File: src/rtl/spim_pkg.sv
package spim_pkg;
    localparam int DATA_W  = 16;
    localparam int CMD_W   = 32;
    localparam int SEL_LSB = 16;
    localparam int EOT_BIT = 20;
    localparam int EOF_BIT = 21;
    localparam int LEN_LSB = 24;
    localparam int LEN_W   = 4;
    localparam int MIN_LM1 = 3;

    typedef enum logic [2:0] {
        ST_IDLE,
        ST_LEAD,
        ST_SHIFT,
        ST_TRAIL,
        ST_XGAP,
        ST_FGAP,
        ST_HOLD
    } spim_state_e;
endpackage

File: src/rtl/spim_divider.sv
module spim_divider #(
    parameter int DIV_W = 16
) (
    input  logic             clk,
    input  logic             rst_n,
    input  logic             run,
    input  logic [DIV_W-1:0] div,
    output logic             tick
);
    logic [DIV_W-1:0] cnt_q;

    assign tick = run && (cnt_q >= div);

    always_ff @(posedge clk or negedge rst_n) begin
        if (!rst_n) begin
            cnt_q <= '0;
        end else if (!run || tick) begin
            cnt_q <= '0;
        end else begin
            cnt_q <= cnt_q + 1'b1;
        end
    end


    tick_spacing_chk: assert property (@(posedge clk) disable iff (!rst_n)
        (tick && div != '0 && $stable(div)) |=> !tick);
endmodule

File: src/rtl/spim_datapath.sv
module spim_datapath
    import spim_pkg::*;
(
    input  logic              clk,
    input  logic              rst_n,
    input  logic              load,
    input  logic [DATA_W-1:0] load_data,
    input  logic [LEN_W-1:0]  lenm1,
    input  logic [LEN_W-1:0]  bit_idx,
    input  logic              lsb_first,
    input  logic              in_shift,
    input  logic              sample_en,
    input  logic              push,
    input  logic              din,
    output logic              mosi,
    output logic [DATA_W-1:0] rx_data
);
    logic [DATA_W-1:0] data_q;
    logic [DATA_W-1:0] acc_q;
    logic [DATA_W-1:0] acc_d;
    logic [LEN_W-1:0]  tx_pos;

    always_comb begin
        tx_pos = lsb_first ? bit_idx : (lenm1 - bit_idx);
        mosi   = in_shift ? data_q[tx_pos] : 1'b0;
        if (lsb_first) begin
            acc_d = acc_q | (DATA_W'(din) << bit_idx);
        end else begin
            acc_d = {acc_q[DATA_W-2:0], din};
        end
    end

    always_ff @(posedge clk or negedge rst_n) begin
        if (!rst_n) begin
            data_q  <= '0;
            acc_q   <= '0;
            rx_data <= '0;
        end else begin
            if (load) begin
                data_q <= load_data;
                acc_q  <= '0;
            end else if (sample_en) begin
                acc_q <= acc_d;
            end
            if (push) begin
                rx_data <= acc_q;
            end
        end
    end


    rx_upper_zero_chk: assert property (@(posedge clk) disable iff (!rst_n)
        push |=> ((rx_data >> ({1'b0, $past(lenm1)} + 5'd1)) == '0));
endmodule

File: src/rtl/spim_fsm.sv
module spim_fsm
    import spim_pkg::*;
#(
    parameter int NSEL  = 4,
    parameter int DLY_W = 4
) (
    input  logic             clk,
    input  logic             rst_n,
    input  logic             tick,
    input  logic             tx_valid,
    input  logic [NSEL-1:0]  new_sel_n,
    input  logic             new_eot,
    input  logic             new_eof,
    input  logic [LEN_W-1:0] new_len,
    input  logic [DLY_W-1:0] pre_dly,
    input  logic [DLY_W-1:0] post_dly,
    input  logic [DLY_W-1:0] frame_dly,
    input  logic [DLY_W-1:0] xfer_dly,
    input  logic             cpol,
    input  logic             cpha,
    input  logic [NSEL-1:0]  sel_pol,
    output logic             tx_ready,
    output logic             accept,
    output logic             run,
    output logic             in_shift,
    output logic             sample_en,
    output logic             frame_end,
    output logic [LEN_W-1:0] lenm1,
    output logic [LEN_W-1:0] bit_idx,
    output logic             rx_valid,
    output logic             sck,
    output logic [NSEL-1:0]  ssel
);
    localparam int CNT_W = DLY_W + 1;
    localparam int H_W   = LEN_W + 1;

    spim_state_e      state_q, state_d;
    logic [H_W-1:0]   h_q, h_d;
    logic [CNT_W-1:0] dcnt_q, dcnt_d;
    logic [NSEL-1:0]  act_q;
    logic             eot_q, eof_q;
    logic [LEN_W-1:0] lenm1_q;
    logic             rxv_q;
    logic [H_W-1:0]   last_h;
    spim_state_e      after_trail, after_frame;

    function automatic logic [CNT_W-1:0] span_end(input logic [DLY_W-1:0] d);
        return {d, 1'b0} - CNT_W'(1);
    endfunction

    assign tx_ready  = (state_q == ST_IDLE) || (state_q == ST_HOLD);
    assign accept    = tx_ready && tx_valid;
    assign run       = !tx_ready;
    assign in_shift  = (state_q == ST_SHIFT);
    assign last_h    = {lenm1_q, 1'b1};
    assign sample_en = in_shift && tick && !h_q[0];
    assign frame_end = in_shift && tick && (h_q == last_h);
    assign lenm1     = lenm1_q;
    assign bit_idx   = h_q[H_W-1:1];
    assign rx_valid  = rxv_q;

    always_comb begin
        after_trail = (xfer_dly != '0) ? ST_XGAP : ST_IDLE;
        if (eot_q) begin
            after_frame = (post_dly != '0) ? ST_TRAIL : after_trail;
        end else begin
            after_frame = (eof_q && frame_dly != '0) ? ST_FGAP : ST_HOLD;
        end
    end

    always_comb begin
        state_d = state_q;
        h_d     = h_q;
        dcnt_d  = dcnt_q;
        unique case (state_q)
            ST_IDLE: begin
                if (tx_valid) begin
                    h_d     = '0;
                    dcnt_d  = '0;
                    state_d = (pre_dly != '0) ? ST_LEAD : ST_SHIFT;
                end
            end
            ST_LEAD: begin
                if (tick) begin
                    if (dcnt_q == span_end(pre_dly)) begin
                        state_d = ST_SHIFT;
                        h_d     = '0;
                    end else begin
                        dcnt_d = dcnt_q + 1'b1;
                    end
                end
            end
            ST_SHIFT: begin
                if (tick) begin
                    if (h_q == last_h) begin
                        dcnt_d  = '0;
                        state_d = after_frame;
                    end else begin
                        h_d = h_q + 1'b1;
                    end
                end
            end
            ST_TRAIL: begin
                if (tick) begin
                    if (dcnt_q == span_end(post_dly)) begin
                        dcnt_d  = '0;
                        state_d = after_trail;
                    end else begin
                        dcnt_d = dcnt_q + 1'b1;
                    end
                end
            end
            ST_XGAP: begin
                if (tick) begin
                    if (dcnt_q == span_end(xfer_dly)) begin
                        state_d = ST_IDLE;
                    end else begin
                        dcnt_d = dcnt_q + 1'b1;
                    end
                end
            end
            ST_FGAP: begin
                if (tick) begin
                    if (dcnt_q == span_end(frame_dly)) begin
                        state_d = ST_HOLD;
                    end else begin
                        dcnt_d = dcnt_q + 1'b1;
                    end
                end
            end
            ST_HOLD: begin
                if (tx_valid) begin
                    h_d     = '0;
                    state_d = ST_SHIFT;
                end
            end
            default: state_d = ST_IDLE;
        endcase
    end

    always_ff @(posedge clk or negedge rst_n) begin
        if (!rst_n) begin
            state_q <= ST_IDLE;
            h_q     <= '0;
            dcnt_q  <= '0;
            act_q   <= '0;
            eot_q   <= 1'b0;
            eof_q   <= 1'b0;
            lenm1_q <= LEN_W'(MIN_LM1);
            rxv_q   <= 1'b0;
        end else begin
            state_q <= state_d;
            h_q     <= h_d;
            dcnt_q  <= dcnt_d;
            rxv_q   <= frame_end;
            if (accept) begin
                act_q   <= ~new_sel_n;
                eot_q   <= new_eot;
                eof_q   <= new_eof;
                lenm1_q <= (new_len < LEN_W'(MIN_LM1)) ? LEN_W'(MIN_LM1) : new_len;
            end else if (state_d == ST_XGAP || state_d == ST_IDLE) begin
                act_q <= '0;
            end
        end
    end

    always_comb begin
        sck = cpol ^ (in_shift & (h_q[0] ^ cpha));
    end

    for (genvar n = 0; n < NSEL; n++) begin : g_sel
        assign ssel[n] = act_q[n] ? sel_pol[n] : ~sel_pol[n];
    end


    rx_after_shift_chk: assert property (@(posedge clk) disable iff (!rst_n)
        rx_valid |-> $past(state_q) == ST_SHIFT);

    idle_released_chk: assert property (@(posedge clk) disable iff (!rst_n)
        (state_q == ST_IDLE) |-> act_q == '0);

    bit_window_chk: assert property (@(posedge clk) disable iff (!rst_n)
        in_shift |-> h_q <= last_h);

    hold_keeps_sel_chk: assert property (@(posedge clk) disable iff (!rst_n)
        (state_q == ST_HOLD) |-> $stable(act_q));
endmodule

File: src/rtl/spi_cmd_master.sv
module spi_cmd_master
    import spim_pkg::*;
#(
    parameter int NSEL  = 4,
    parameter int DIV_W = 16,
    parameter int DLY_W = 4
) (
    input  logic              clk,
    input  logic              rst_n,
    input  logic              cfg_cpol,
    input  logic              cfg_cpha,
    input  logic              cfg_lsb_first,
    input  logic              cfg_loopback,
    input  logic [NSEL-1:0]   cfg_sel_pol,
    input  logic [DIV_W-1:0]  cfg_div,
    input  logic [DLY_W-1:0]  cfg_pre_dly,
    input  logic [DLY_W-1:0]  cfg_post_dly,
    input  logic [DLY_W-1:0]  cfg_frame_dly,
    input  logic [DLY_W-1:0]  cfg_xfer_dly,
    input  logic              tx_valid,
    output logic              tx_ready,
    input  logic [CMD_W-1:0]  tx_word,
    output logic              rx_valid,
    output logic [DATA_W-1:0] rx_data,
    output logic              sck,
    output logic              mosi,
    input  logic              miso,
    output logic [NSEL-1:0]   ssel
);
    logic             tick, accept, run, in_shift, sample_en, frame_end;
    logic [LEN_W-1:0] lenm1, bit_idx;
    logic             din;
    logic             word_unused;

    assign word_unused = ^{tx_word[CMD_W-1:LEN_LSB+LEN_W], tx_word[LEN_LSB-1:EOF_BIT+1]};
    assign din = cfg_loopback ? mosi : miso;

    spim_divider #(.DIV_W(DIV_W)) u_div (
        .clk  (clk),
        .rst_n(rst_n),
        .run  (run),
        .div  (cfg_div),
        .tick (tick)
    );

    spim_fsm #(.NSEL(NSEL), .DLY_W(DLY_W)) u_fsm (
        .clk      (clk),
        .rst_n    (rst_n),
        .tick     (tick),
        .tx_valid (tx_valid),
        .new_sel_n(tx_word[SEL_LSB +: NSEL]),
        .new_eot  (tx_word[EOT_BIT]),
        .new_eof  (tx_word[EOF_BIT]),
        .new_len  (tx_word[LEN_LSB +: LEN_W]),
        .pre_dly  (cfg_pre_dly),
        .post_dly (cfg_post_dly),
        .frame_dly(cfg_frame_dly),
        .xfer_dly (cfg_xfer_dly),
        .cpol     (cfg_cpol),
        .cpha     (cfg_cpha),
        .sel_pol  (cfg_sel_pol),
        .tx_ready (tx_ready),
        .accept   (accept),
        .run      (run),
        .in_shift (in_shift),
        .sample_en(sample_en),
        .frame_end(frame_end),
        .lenm1    (lenm1),
        .bit_idx  (bit_idx),
        .rx_valid (rx_valid),
        .sck      (sck),
        .ssel     (ssel)
    );

    spim_datapath u_dp (
        .clk      (clk),
        .rst_n    (rst_n),
        .load     (accept),
        .load_data(tx_word[DATA_W-1:0]),
        .lenm1    (lenm1),
        .bit_idx  (bit_idx),
        .lsb_first(cfg_lsb_first),
        .in_shift (in_shift),
        .sample_en(sample_en),
        .push     (frame_end),
        .din      (din),
        .mosi     (mosi),
        .rx_data  (rx_data)
    );


    sck_on_tick_chk: assert property (@(posedge clk) disable iff (!rst_n)
        (!$past(tick) && !$past(accept) && $stable(cfg_cpol) && $stable(cfg_cpha)) |-> $stable(sck));
endmodule

File: config.mk
export PLATFORM = sky130hd
export DESIGN_NAME = spi_cmd_master
export DESIGN_NICKNAME = d
export VERILOG_FILES = /design/src/rtl/spim_pkg.sv /design/src/rtl/spim_divider.sv /design/src/rtl/spim_datapath.sv /design/src/rtl/spim_fsm.sv /design/src/rtl/spi_cmd_master.sv
export SDC_FILE = /design/constraint.sdc
export NUM_CORES = 1
export LEC_CHECK = 0
export BUFFER_PORTS_ARGS = -buffer_cell sky130_fd_sc_hd__buf_2
export CAP_MARGIN = 10
export CORE_MARGIN = 2
export CORE_UTILIZATION = 36
export DETAILED_ROUTE_END_ITERATION = 10
export PLACE_DENSITY_LB_ADDON = 0.05
export SYNTH_ARGS = -nofsm -noshare
export SYNTH_HDL_FRONTEND = slang
export SYNTH_HIERARCHICAL = 1
export SYNTH_SLANG_ARGS = --single-unit
File: constraint.sdc
create_clock -name clk -period 8.2 [get_ports clk]
set_input_delay 1.64 -clock clk [delete_from_list [all_inputs] [get_ports clk]]
set_output_delay 1.64 -clock clk [all_outputs]
set_load 0.02 [all_outputs]
Word level (Yosys, flattened, before mapping) --
Index checks and enable logic that the tools add are counted. Widths: inputs -> output; s select.
Word-level totals: output and inout port bits 24, input port bits 76, bits in latches 0, logic and storage cells 133, memory bits (writable) 0, memories 0, bits in read-only memories 0, flip-flop bits (word level) 88
Cells by class: magnitude comparators 3, shifts and indexed selects 1, multipliers 0, equality and inequality tests 25, mux-type cells 51, $add $sub $neg 8, bitwise logic cells 9, reduce and logical (&&, ||, !) cells 24, div/mod/pow operators 0
Operator list (count):
- $mux 5 | 15
- $mux 16 | 4
- $mux 3 | 15
- $pmux 5 s6 | 1
- $eq 5x5->1 | 5
- $ne 2x2->1 const B | 11
- $pmux 3 s7 | 1
- $sub 5x1->5 const B | 4
- $add 16x1->16 const B | 1
- $ge 16x16->1 | 1
- $mux 4 | 4
- $or 16x16->16 | 1
- $reduce_bool 4->1 | 4
- $shl 1x4->16 | 1
- $pmux 5 s3 | 1
- $eq 3x3->1 const B | 4
- $reduce_and 11->1 | 1
- $add 5x1->5 const B | 2
- $mux 1 | 7
- $eq 3x2->1 const B | 2
- $logic_and 1x1->1 | 6
- $logic_not 3->1 | 2
- $reduce_and 6->1 | 1
- $reduce_bool 6->1 | 1
- 16 further kinds | 26

Depth between registers and ports, before layout --
Gate-level depths: netlist of the first run.
depth in word-level cells 11, mapped depth 14, gate-level depth less buffers 14

Cells and area by module --
Netlist of the first run, hierarchy kept.
Modules (own cells, without submodules):
- spim_datapath | instances 1, sequential area each 1201.2 sq um, cells an instance 213, area an instance 2317.2 sq um
- spim_fsm | instances 1, sequential area each 603.1 sq um, cells an instance 220, area an instance 1949.4 sq um
- spim_divider | instances 1, sequential area each 400.4 sq um, cells an instance 127, area an instance 1182.4 sq um
- spi_cmd_master | instances 1, sequential area each 0.0 sq um, cells an instance 1, area an instance 15.0 sq um

Worst setup path before layout of the first run --
No wires, ideal clock.
path kind input-to-reg, start input cfg_div[13], end register u_dp.rx_data[10], path buffers 2, setup slack 3900 ps, data required time 8075 ps, stages on the path 11, library setup time 125 ps, arrival time 4175 ps, cell sequence inv_1 > ha_1 > nand4_1 > nor3_1 > nor4_2 > a31oi_1 > nand2_1 > nor2_1 > clkbuf_1 > buf_1 > mux2_2
Between the ends: cells in the longest elaborated chain, start to end 4
RTL lines:
- start: declaration | RTL line spi_cmd_master.sv:15 | input logic [DIV_W-1:0] cfg_div,
- $ge 16x16->1 | RTL line spim_divider.sv:12 | assign tick = run && (cnt_q >= div);
- $logic_and 1x1->1 | RTL line spim_divider.sv:12
- named net tick | RTL line spi_cmd_master.sv:30 | logic tick, accept, run, in_shift, sample_en, frame_end;
- $logic_and 1x1->1 (2 in a row) | RTL line spim_fsm.sv:57 | assign frame_end = in_shift && tick && (h_q == last_h);
- named net frame_end | RTL line spi_cmd_master.sv:30
- end signal: assignment | RTL line spim_datapath.sv:46 | rx_data <= acc_q;
- end: declaration | RTL line spim_datapath.sv:16 | output logic [DATA_W-1:0] rx_data
The timed path passes the listed nets, and every way through them passes these cells. A chain may end at the register's enable or synchronous reset.

Worst setup path after layout of the first run --
start input cfg_lsb_first, end output mosi
Between the ends: cells in the longest elaborated chain, start to end 4
RTL lines:
- start: declaration | RTL line spi_cmd_master.sv:12 | input logic cfg_lsb_first,
- $mux 4 | RTL line spim_datapath.sv:24 | tx_pos = lsb_first ? bit_idx : (lenm1 - bit_idx);
- $bmux 1 s4 | RTL line spim_datapath.sv:25 | mosi = in_shift ? data_q[tx_pos] : 1'b0;
- $mux 1 (implied by the code) | RTL line spim_datapath.sv:25
- $mux 1 | RTL line spim_datapath.sv:25
- end: declaration | RTL line spi_cmd_master.sv:26 | output logic mosi,
No other way between the ends. The select of a mux whose other input is x is not followed.

==> results.sh, run 1 <==
export IMPL_finalSetupViolCount=0
export IMPL_cts_clk_slew_worst_paths_ns=0.07
export IMPL_reg2reg_from="u_fsm/h_q[1]$_DFFE_PN0P_"
export IMPL_synth_area_per_cell_um2=9.740
export IMPL_synth_main_ff_cell="dfrtp_1"
export IMPL_numPortBuffers=93
export IMPL_layout_min_cycle_time_ns=5.015
export IMPL_synth_cells=561
export IMPL_finalCritPeriodShare_pct=61.16
export IMPL_worstSetupStartpointType="input pin"
export IMPL_crit_start="cfg_lsb_first"
export IMPL_vias=4193
export IMPL_synth_top_area_cell="dfrtp_1"
export IMPL_cp_common_cell="buf_2"
export IMPL_cts_buffer_depth=2
export IMPL_fmax_mhz=199.4
export IMPL_crit_path_end_kind="output pin"
export IMPL_layout_commonest_cell="buf_2"
export IMPL_rsz0062_at_grt="no"
export IMPL_setup_tns_ns=0
export IMPL_worstMarginPinSlew_ns=0.8276
export IMPL_gr_usage_met1_pct=22.61
export IMPL_post_place_ws_ns=3.215
export IMPL_crit_fanout=26
export IMPL_cpMaxStageDelayCell="nand2b_1"
export IMPL_reg2reg_to="u_dp/acc_q[2]$_DFFE_PN0P_"
export IMPL_mostFrequentLayoutCells="buf_2, dfrtp_1, nor2_1"
export IMPL_critPathArrivalTime_ns=3.37
export IMPL_final_antenna_net_count=0
export IMPL_numCtsBuffers=9
export IMPL_top_usage_layer="met2"
export IMPL_syn_num_nets=667
export IMPL_post_route_util_pct=41.99
export IMPL_run_status="completed"
export IMPL_grt_max_degree=59
export IMPL_r2r_slack_ns=4.67
export IMPL_cts_sinks=88
export IMPL_die_area_mm2=0.01618
export IMPL_area_growth_synth_to_final_pct=15.53
export IMPL_crit_required_ns=6.56
export IMPL_layout_nets=747
export IMPL_cp_depth=7
export IMPL_register_area_mm2=0.002205
export IMPL_peakVddDrop_v=0.0001063
export IMPL_ctsResizeCount=0
export IMPL_cellPowerDensity_mw_per_mm2=156.1
export IMPL_cp_slowest_stage_delay_ns=0.34
export IMPL_synth_seq_cells=88
export IMPL_final_cells=833
export IMPL_synth_area_leaders="dfrtp_1, mux2_2, ha_1"
export IMPL_maxSlewHeadroom_pct=44.57
export IMPL_start_util_pct=36.35
export IMPL_multiInputGateArea_mm2=0.002935
export IMPL_worst_r2r_cell_count=13
export IMPL_die_x_um=127.2
export IMPL_grt_pass1_vias=4294
export IMPL_leakagePower_nw=3.161
export IMPL_fp_dieH_um=127.2
export IMPL_min_path_type="reg -> reg"
export IMPL_ys_types=64
export IMPL_grt_pass1_wl_mm=21.22
export IMPL_path_cells="buf_2, nand2b_1, nand2_1, a211oi_1, nor4_1, mux2_4, buf_2"
export IMPL_row_count=45
export IMPL_drc=0
export IMPL_grtUsageTotal_pct=16.28
export IMPL_drv_cap=0
export IMPL_dp_cells=817
export IMPL_groute_layer_met2_usage_pct=26.06
export IMPL_critical_path_top_delay_family="simple AND/OR/NAND/NOR gates"
export IMPL_wl_per_cell_um=14.92
export IMPL_via_per_inst=5.034
export IMPL_power_mw=0.9855
export IMPL_htree_levels=3
export IMPL_slew_viol_final=0
export IMPL_core_area_mm2=0.01503
export IMPL_crit_buf_inv=2
export IMPL_met3_usage_pct=2.889
export IMPL_io_pin_count=100
export IMPL_drt_initial_drc_count=193
export IMPL_yosysWarnings=6
export IMPL_endpoint="mosi"
export IMPL_routed_wl_mm=12.43
export IMPL_cts_hold_buffers=0
export IMPL_antenna_found_initial=0
export IMPL_insertion_delay_ns=0.34
export IMPL_nFillCells=1513
export IMPL_seq_area_frac_synth_pct=40.35
export IMPL_netlist_area_leader_share_pct=39.39
export IMPL_async_reset_ff_share_pct=100.0
export IMPL_dp_final_hpwl_mm=9.169
export IMPL_clockRootBuffer="clkbuf_16"
export IMPL_crit_type="in -> out"
export IMPL_hold_viol=0
export IMPL_gr_total_overflow=0
export IMPL_clock_skew_ns=0.01247
export IMPL_drive_gt1_share_pct=27.60
export IMPL_drtPass1Iterations=5
export IMPL_synth_edff_count=0
export IMPL_post_cts_buffers=0
export IMPL_gp_congestion=0.8022
export IMPL_antennaDiodeCount=0
export IMPL_fin_ws_ns=3.185
export IMPL_netlist_area_mm2=0.005464
export IMPL_cts_tree="yes"
==> worst reg2reg max path, stage by stage, from the launching register on <==
cell and delay, ns:
dfrtp_1 0.55, ha_1 0.23, inv_1 0.05, fa_1 0.44, nor2b_1 0.16, a32oi_1 0.26, a211oi_1 0.09, nor4_1 0.32
mux2_4 0.23, mux2_4 0.18, or3b_2 0.49, o21ai_0 0.20, a21oi_1 0.09, nor3_1 0.17
==> final cells by class <==
| class | count | share of cell area (%) |
|---|---|---|
| tap | 188 | 3.726 |
| clock inverter | 5 | 0.6541 |
| sequential | 88 | 34.93 |
| clock buffer | 10 | 3.786 |
| inverter | 37 | 2.200 |
| timing repair buffer | 97 | 8.206 |
| multi-input combinational | 408 | 46.50 |
==> synth_stat cells (all sizes together) (2+ instances only) <==
cell	count
dfrtp	86
nor2	55
mux2	38
inv	37
nand2	34
o21ai	30
ha	29
a21oi	27
nor3	26
xnor2	26
xor2	25
nand3	21
buf	15
clkbuf	13
and3	12
nand4	11
nand2b	7
a211oi	6
o22ai	6
o31ai	5
a32oi	4
and4	4
nor2b	4
a21boi	3
a21o	3
a41oi	3
nor4	3
a31oi	2
dfstp	2
mux2i	2
nand3b	2
nor3b	2
o211ai	2
or2	2
or3	2
==> per-layer routing <==
layer | vias up | share of wire, %
met3 | 2 | 3.8
met4 | 0 | 0.45
li1 | 2116 | -
met1 | 1999 | 49
met5 | - | 0
met2 | 76 | 47
==> kinds of logic after synthesis <==
logic type | after synthesis | synth area share (%)
AO/OA/AOI/OAI | 96 | 11.36
XOR/XNOR | 52 | 8.610
adder cells (fa/ha/maj) | 30 | 7.007
buffers and inverters | 65 | 5.931
flip-flops | 88 | 40.35
multiplexers | 40 | 8.335
AND/OR/NAND/NOR | 190 | 18.41
==> flip-flops by register name, summed over array words and instances, names as in the netlist <==
name,count
u_fsm/act_q,4
u_fsm/rx_valid,1
u_fsm/lenm1,4
u_dp/data_q,16
u_fsm/eot_q,1
u_fsm/state_q,3
u_fsm/dcnt_q,5
u_fsm/h_q,5
u_fsm/eof_q,1
u_div/cnt_q,16
u_dp/acc_q,16
u_dp/rx_data,16
==> report_power, final <==
part / total [mW] / switching [mW] / internal [mW]
clock network: 0.394 / 0.179 / 0.215
registers: 0.471 / 0.0214 / 0.450
logic: 0.121 / 0.0648 / 0.0557
total: 0.986 / 0.266 / 0.720
==> stage by stage <==
step	cell area [µm²]	hold slack [ns]
final	6312	0.5013
after detailed placement	6005	0.4948
after floorplan	5464	0.4712
after CTS	6285	0.5092
after global routing	6312	0.5194
after global placement	6005	0.4865
==> how the worst min path moves through the flow <==
stage	from	depth (start not counted)	slack (ns)	to
after floorplan	u_fsm/lenm1[0]$_DFFE_PN1P_	2	0.47	u_fsm/lenm1[0]$_DFFE_PN1P_
after global placement	u_dp/rx_data[7]$_DFFE_PN0P_	1	0.49	u_dp/rx_data[7]$_DFFE_PN0P_
after detailed placement	u_dp/rx_data[7]$_DFFE_PN0P_	1	0.49	u_dp/rx_data[7]$_DFFE_PN0P_
after CTS	u_fsm/lenm1[0]$_DFFE_PN1P_	2	0.51	u_fsm/lenm1[0]$_DFFE_PN1P_
after global routing	u_dp/rx_data[6]$_DFFE_PN0P_	1	0.52	u_dp/rx_data[6]$_DFFE_PN0P_
final	u_dp/rx_data[1]$_DFFE_PN0P_	1	0.50	u_dp/rx_data[1]$_DFFE_PN0P_
Power figures use the tool's default switching activity.
==> run 2, diff against run 1 <==
clock period = 4.9 ns   (was 8.2 ns; I/O delays follow)
==> run 2 against run 1 <==
Net effect: total power increased by 71%; die area stayed put; register-to-register slack lost 3.3 ns; largest power group unchanged; final cell count increased by 0.12%; wire length increased by 0.70%; worst setup slack got worse by 2.1 ns; sequential power grew 67%; combinational power is 68% higher; non-clock buffer count unchanged; highest routed layer unchanged; first-iteration DRC count up 7.8%.
==> results.sh, run 2 (synthesized netlist as in run 1, its figures left out) <==
export IMPL_run_status="completed"
export IMPL_drt_initial_drc_count=208
export IMPL_ctsResizeCount=0
export IMPL_insertion_delay_ns=0.35
export IMPL_grt_pass1_vias=4344
export IMPL_start_util_pct=36.35
export IMPL_grtUsageTotal_pct=16.61
export IMPL_peakVddDrop_v=0.0001337
export IMPL_cts_hold_buffers=0
export IMPL_via_per_inst=5.061
export IMPL_io_pin_count=100
export IMPL_post_route_util_pct=42.11
export IMPL_antennaDiodeCount=0
export IMPL_critPathArrivalTime_ns=2.87
export IMPL_antenna_found_initial=0
export IMPL_drc=0
export IMPL_routed_wl_mm=12.52
export IMPL_clock_skew_ns=0.007434
export IMPL_dp_cells=817
export IMPL_finalCritPeriodShare_pct=78.63
export IMPL_setup_tns_ns=0
export IMPL_crit_fanout=10
export IMPL_post_cts_buffers=0
export IMPL_final_antenna_net_count=0
export IMPL_drive_gt1_share_pct=27.71
export IMPL_clockRootBuffer="clkbuf_16"
export IMPL_numCtsBuffers=9
export IMPL_finalSetupViolCount=0
export IMPL_worstSetupStartpointType="register"
export IMPL_final_cells=834
export IMPL_layout_commonest_cell="buf_2"
export IMPL_power_mw=1.684
export IMPL_multiInputGateArea_mm2=0.002935
export IMPL_cts_clk_slew_worst_paths_ns=0.07
export IMPL_drtPass1Iterations=5
export IMPL_cts_sinks=88
export IMPL_cp_slowest_stage_delay_ns=0.56
export IMPL_core_area_mm2=0.01503
export IMPL_wl_per_cell_um=15.01
export IMPL_cts_tree="yes"
export IMPL_worstMarginPinSlew_ns=0.7855
export IMPL_cts_buffer_depth=2
export IMPL_rsz0062_at_grt="no"
export IMPL_slew_viol_final=0
export IMPL_vias=4221
export IMPL_grt_pass1_wl_mm=21.50
export IMPL_maxSlewHeadroom_pct=47.39
export IMPL_fp_dieH_um=127.2
export IMPL_mostFrequentLayoutCells="buf_2, dfrtp_1, nor2_1"
export IMPL_layout_min_cycle_time_ns=3.853
export IMPL_gp_congestion=0.8210
export IMPL_cpMaxStageDelayCell="dfrtp_1"
export IMPL_cellPowerDensity_mw_per_mm2=266.1
export IMPL_die_area_mm2=0.01618
export IMPL_nFillCells=1513
export IMPL_crit_type="reg -> out"
export IMPL_crit_required_ns=3.92
export IMPL_grt_max_degree=56
export IMPL_numPortBuffers=93
export IMPL_area_growth_synth_to_final_pct=15.85
export IMPL_drv_cap=0
export IMPL_htree_levels=3
export IMPL_path_cells="ha_1, inv_1, fa_1, nor2b_1, a32oi_1, a211oi_1, nor4_1, mux2_4, buf_2"
export IMPL_row_count=45
export IMPL_crit_path_end_kind="output pin"
export IMPL_gr_total_overflow=0
export IMPL_register_area_mm2=0.002205
export IMPL_die_x_um=127.2
export IMPL_fin_ws_ns=1.047
export IMPL_post_place_ws_ns=0.8235
export IMPL_leakagePower_nw=3.168
export IMPL_dp_final_hpwl_mm=9.203
export IMPL_layout_nets=747
export IMPL_min_path_type="reg -> reg"
export IMPL_hold_viol=0
export IMPL_fmax_mhz=259.6
-- run 2: where the power goes --
group          switching [mW]  internal [mW]
combinational           0.109         0.0936
clock                   0.334          0.360
sequential             0.0351          0.752
-- run 2: metal layers --
metal	global-route usage (%)	part of all wire (%)	vias up	wire, µm
li1	-	-	2129	-
met1	23.23	50	2000	6216
met2	25.93	45	80	5626
met3	2.680	3.7	12	458
met4	6.464	1.7	0	215
met5	0	0	-	0
-- run 2: stage by stage --
step | area, µm² | hold WS [ns]
5_1_grt | 6330 | 0.5216
4_1_cts | 6302 | 0.5040
6_report | 6330 | 0.4964
3_5_place_dp | 6005 | 0.4924
2_1_floorplan | 5464 | 0.4712
3_3_place_gp | 6005 | 0.4864
-- run 2: final timing paths --
| kind | slack [ns] | depth (start not counted) | to | startpoint |
|---|---|---|---|---|
| worst max-delay path | 1.05 | 9 | mosi | u_fsm/h_q[1]$_DFFE_PN0P_ |
| worst min register to register | 0.50 | 2 | u_fsm/lenm1[0]$_DFFE_PN1P_ | u_fsm/lenm1[0]$_DFFE_PN1P_ |
| worst max register to register | 1.33 | 13 | u_dp/acc_q[2]$_DFFE_PN0P_ | u_fsm/h_q[1]$_DFFE_PN0P_ |
| max in group asynchronous | 3.27 | 2 | u_dp/acc_q[9]$_DFFE_PN0P_ | rst_n |
| worst min-delay path | 0.50 | 2 | u_fsm/lenm1[0]$_DFFE_PN1P_ | u_fsm/lenm1[0]$_DFFE_PN1P_ |
| min in group asynchronous | 0.69 | 1 | u_div/cnt_q[9]$_DFF_PN0_ | rst_n |
-- run 2: final cells by class --
type,count,share of cell area [%]
clock buffer,9,3.558
clock inverter,7,1.146
inverter,37,2.194
multi-input combinational,408,46.37
sequential,88,34.83
tap,188,3.716
timing repair buffer,97,8.183
-- run 2: worst max-delay path, delay by kind of cell, from the launching register on --
family	cells	cell delay, ns
flops	1	0.56
compound gates	2	0.36
fa+ha+maj	2	0.68
simple gates	2	0.48
buf+inv	2	0.21
mux	1	0.23
==> run 3, diff against run 2 <==
clock period = 3.95 ns   (was 4.9 ns; I/O delays follow)
==> run 3 against run 2 <==
Net effect: hold slack worse by 0.063 ns; clock power up 47%; critical endpoint unchanged; global-route usage up 0.13 points; count of clock-buffer cells in the layout unchanged; critical path type unchanged; sequential power up 24%.
==> results.sh, run 3 (synthesized netlist as in run 1, its figures left out) <==
export IMPL_maxSlewHeadroom_pct=57.14
export IMPL_worstMarginPinSlew_ns=0.6423
export IMPL_fmax_mhz=277.2
export IMPL_core_area_mm2=0.01503
export IMPL_grtUsageTotal_pct=16.74
export IMPL_drt_initial_drc_count=261
export IMPL_grt_max_degree=44
export IMPL_reg2reg_from="u_fsm/lenm1[0]$_DFFE_PN1P_"
export IMPL_htree_levels=3
export IMPL_cts_sinks=88
export IMPL_register_area_mm2=0.002205
export IMPL_via_per_inst=5.082
export IMPL_io_pin_count=100
export IMPL_clockRootBuffer="clkbuf_16"
export IMPL_power_mw=2.246
export IMPL_final_antenna_net_count=0
export IMPL_multiInputGateArea_mm2=0.002935
export IMPL_worstSetupStartpointType="register"
export IMPL_clock_skew_ns=0.01207
export IMPL_rsz0062_at_grt="no"
export IMPL_drtPass1Iterations=6
export IMPL_leakagePower_nw=3.218
export IMPL_hold_viol=0
export IMPL_slew_viol_final=0
export IMPL_peakVddDrop_v=0.0001605
export IMPL_layout_min_cycle_time_ns=3.607
export IMPL_drive_gt1_share_pct=28.26
export IMPL_gp_congestion=0.8125
export IMPL_crit_start="u_fsm/lenm1[0]$_DFFE_PN1P_"
export IMPL_crit_required_ns=3.16
export IMPL_ctsResizeCount=0
export IMPL_mostFrequentLayoutCells="buf_2, dfrtp_1, nor2_1"
export IMPL_antenna_found_initial=0
export IMPL_vias=4264
export IMPL_crit_type="reg -> out"
export IMPL_finalSetupViolCount=0
export IMPL_post_route_util_pct=42.59
export IMPL_post_cts_buffers=0
export IMPL_drv_cap=0
export IMPL_post_place_ws_ns=0.3736
export IMPL_cts_buffer_depth=2
export IMPL_gr_total_overflow=0
export IMPL_die_area_mm2=0.01618
export IMPL_grt_pass1_vias=4294
export IMPL_start_util_pct=36.35
export IMPL_min_path_type="in -> async"
export IMPL_cts_clk_slew_worst_paths_ns=0.07
export IMPL_cts_tree="yes"
export IMPL_fp_dieH_um=127.2
export IMPL_wl_per_cell_um=15.11
export IMPL_crit_fanout=3
export IMPL_run_status="completed"
export IMPL_layout_nets=752
export IMPL_routed_wl_mm=12.68
export IMPL_layout_commonest_cell="buf_2"
export IMPL_grt_pass1_wl_mm=21.58
export IMPL_crit_path_end_kind="output pin"
export IMPL_numCtsBuffers=9
export IMPL_fin_ws_ns=0.3428
export IMPL_antennaDiodeCount=0
export IMPL_cellPowerDensity_mw_per_mm2=350.7
export IMPL_nFillCells=1528
export IMPL_numPortBuffers=93
export IMPL_finalCritPeriodShare_pct=91.32
export IMPL_cts_hold_buffers=0
export IMPL_row_count=45
export IMPL_insertion_delay_ns=0.35
export IMPL_dp_final_hpwl_mm=9.588
export IMPL_setup_tns_ns=0
export IMPL_drc=0
export IMPL_area_growth_synth_to_final_pct=17.17
export IMPL_critPathArrivalTime_ns=2.82
export IMPL_die_x_um=127.2
==> run 3: cell types whose count changed in the layout (fill, tap and decap cells not counted), sizes merged <==
cell,delta
inv,-2
clkinvlp,-1
bufinv,+3
buf,+5
==> run 3: final cells by class <==
| cell class | count | share of cell area (%) |
|---|---|---|
| multi-input combinational | 408 | 45.85 |
| clock buffer | 9 | 3.518 |
| tap | 188 | 3.674 |
| inverter | 37 | 2.169 |
| clock inverter | 7 | 1.993 |
| sequential | 88 | 34.43 |
| timing repair buffer | 102 | 8.364 |
==> run 3: final timing paths <==
kind | slack [ns] | depth (start not counted) | end
worst min register to register | 0.50 | 2 | u_fsm/lenm1[0]$_DFFE_PN1P_
min in group clk | 0.50 | 2 | u_fsm/lenm1[0]$_DFFE_PN1P_
worst max register to register | 0.43 | 14 | u_dp/acc_q[2]$_DFFE_PN0P_
worst max-delay path | 0.34 | 10 | mosi
max in group asynchronous | 2.74 | 2 | u_dp/rx_data[8]$_DFFE_PN0P_
worst min-delay path | 0.43 | 1 | u_div/cnt_q[1]$_DFF_PN0_
==> run 3: layer usage <==
metal | vias to the layer above | global-route usage [%] | wire length [µm]
li1 | 2136 | - | -
met2 | 84 | 26.98 | 5806
met5 | - | 0 | 0
met3 | 13 | 2.680 | 493
met4 | 0 | 6.658 | 219
met1 | 2031 | 22.66 | 6162
==> run 3: critical path, stage by stage (launching register included) <==
cell and delay [ns]:
dfstp_2 0.55, inv_1 0.05, ha_1 0.20, inv_1 0.07, fa_1 0.43, nor2b_1 0.16, a32oi_1 0.31, o31ai_1 0.13
nor4_1 0.20, mux2_4 0.22, buf_2 0.16
==> run 3: stage by stage <==
stage | cells | hold slack (ns) | cell area (µm²)
floorplan | 561 | 0.4712 | 5464
global placement | 823 | 0.4856 | 6050
detailed placement | 823 | 0.4907 | 6050
CTS | 839 | 0.4497 | 6402
global route | 839 | 0.4783 | 6402
finish | 839 | 0.4337 | 6402
==> run 3: power by group <==
group          internal, mW  switching, mW
Clock                 0.628          0.391
Combinational         0.116          0.135
Sequential            0.933         0.0430
Total                  1.68          0.569
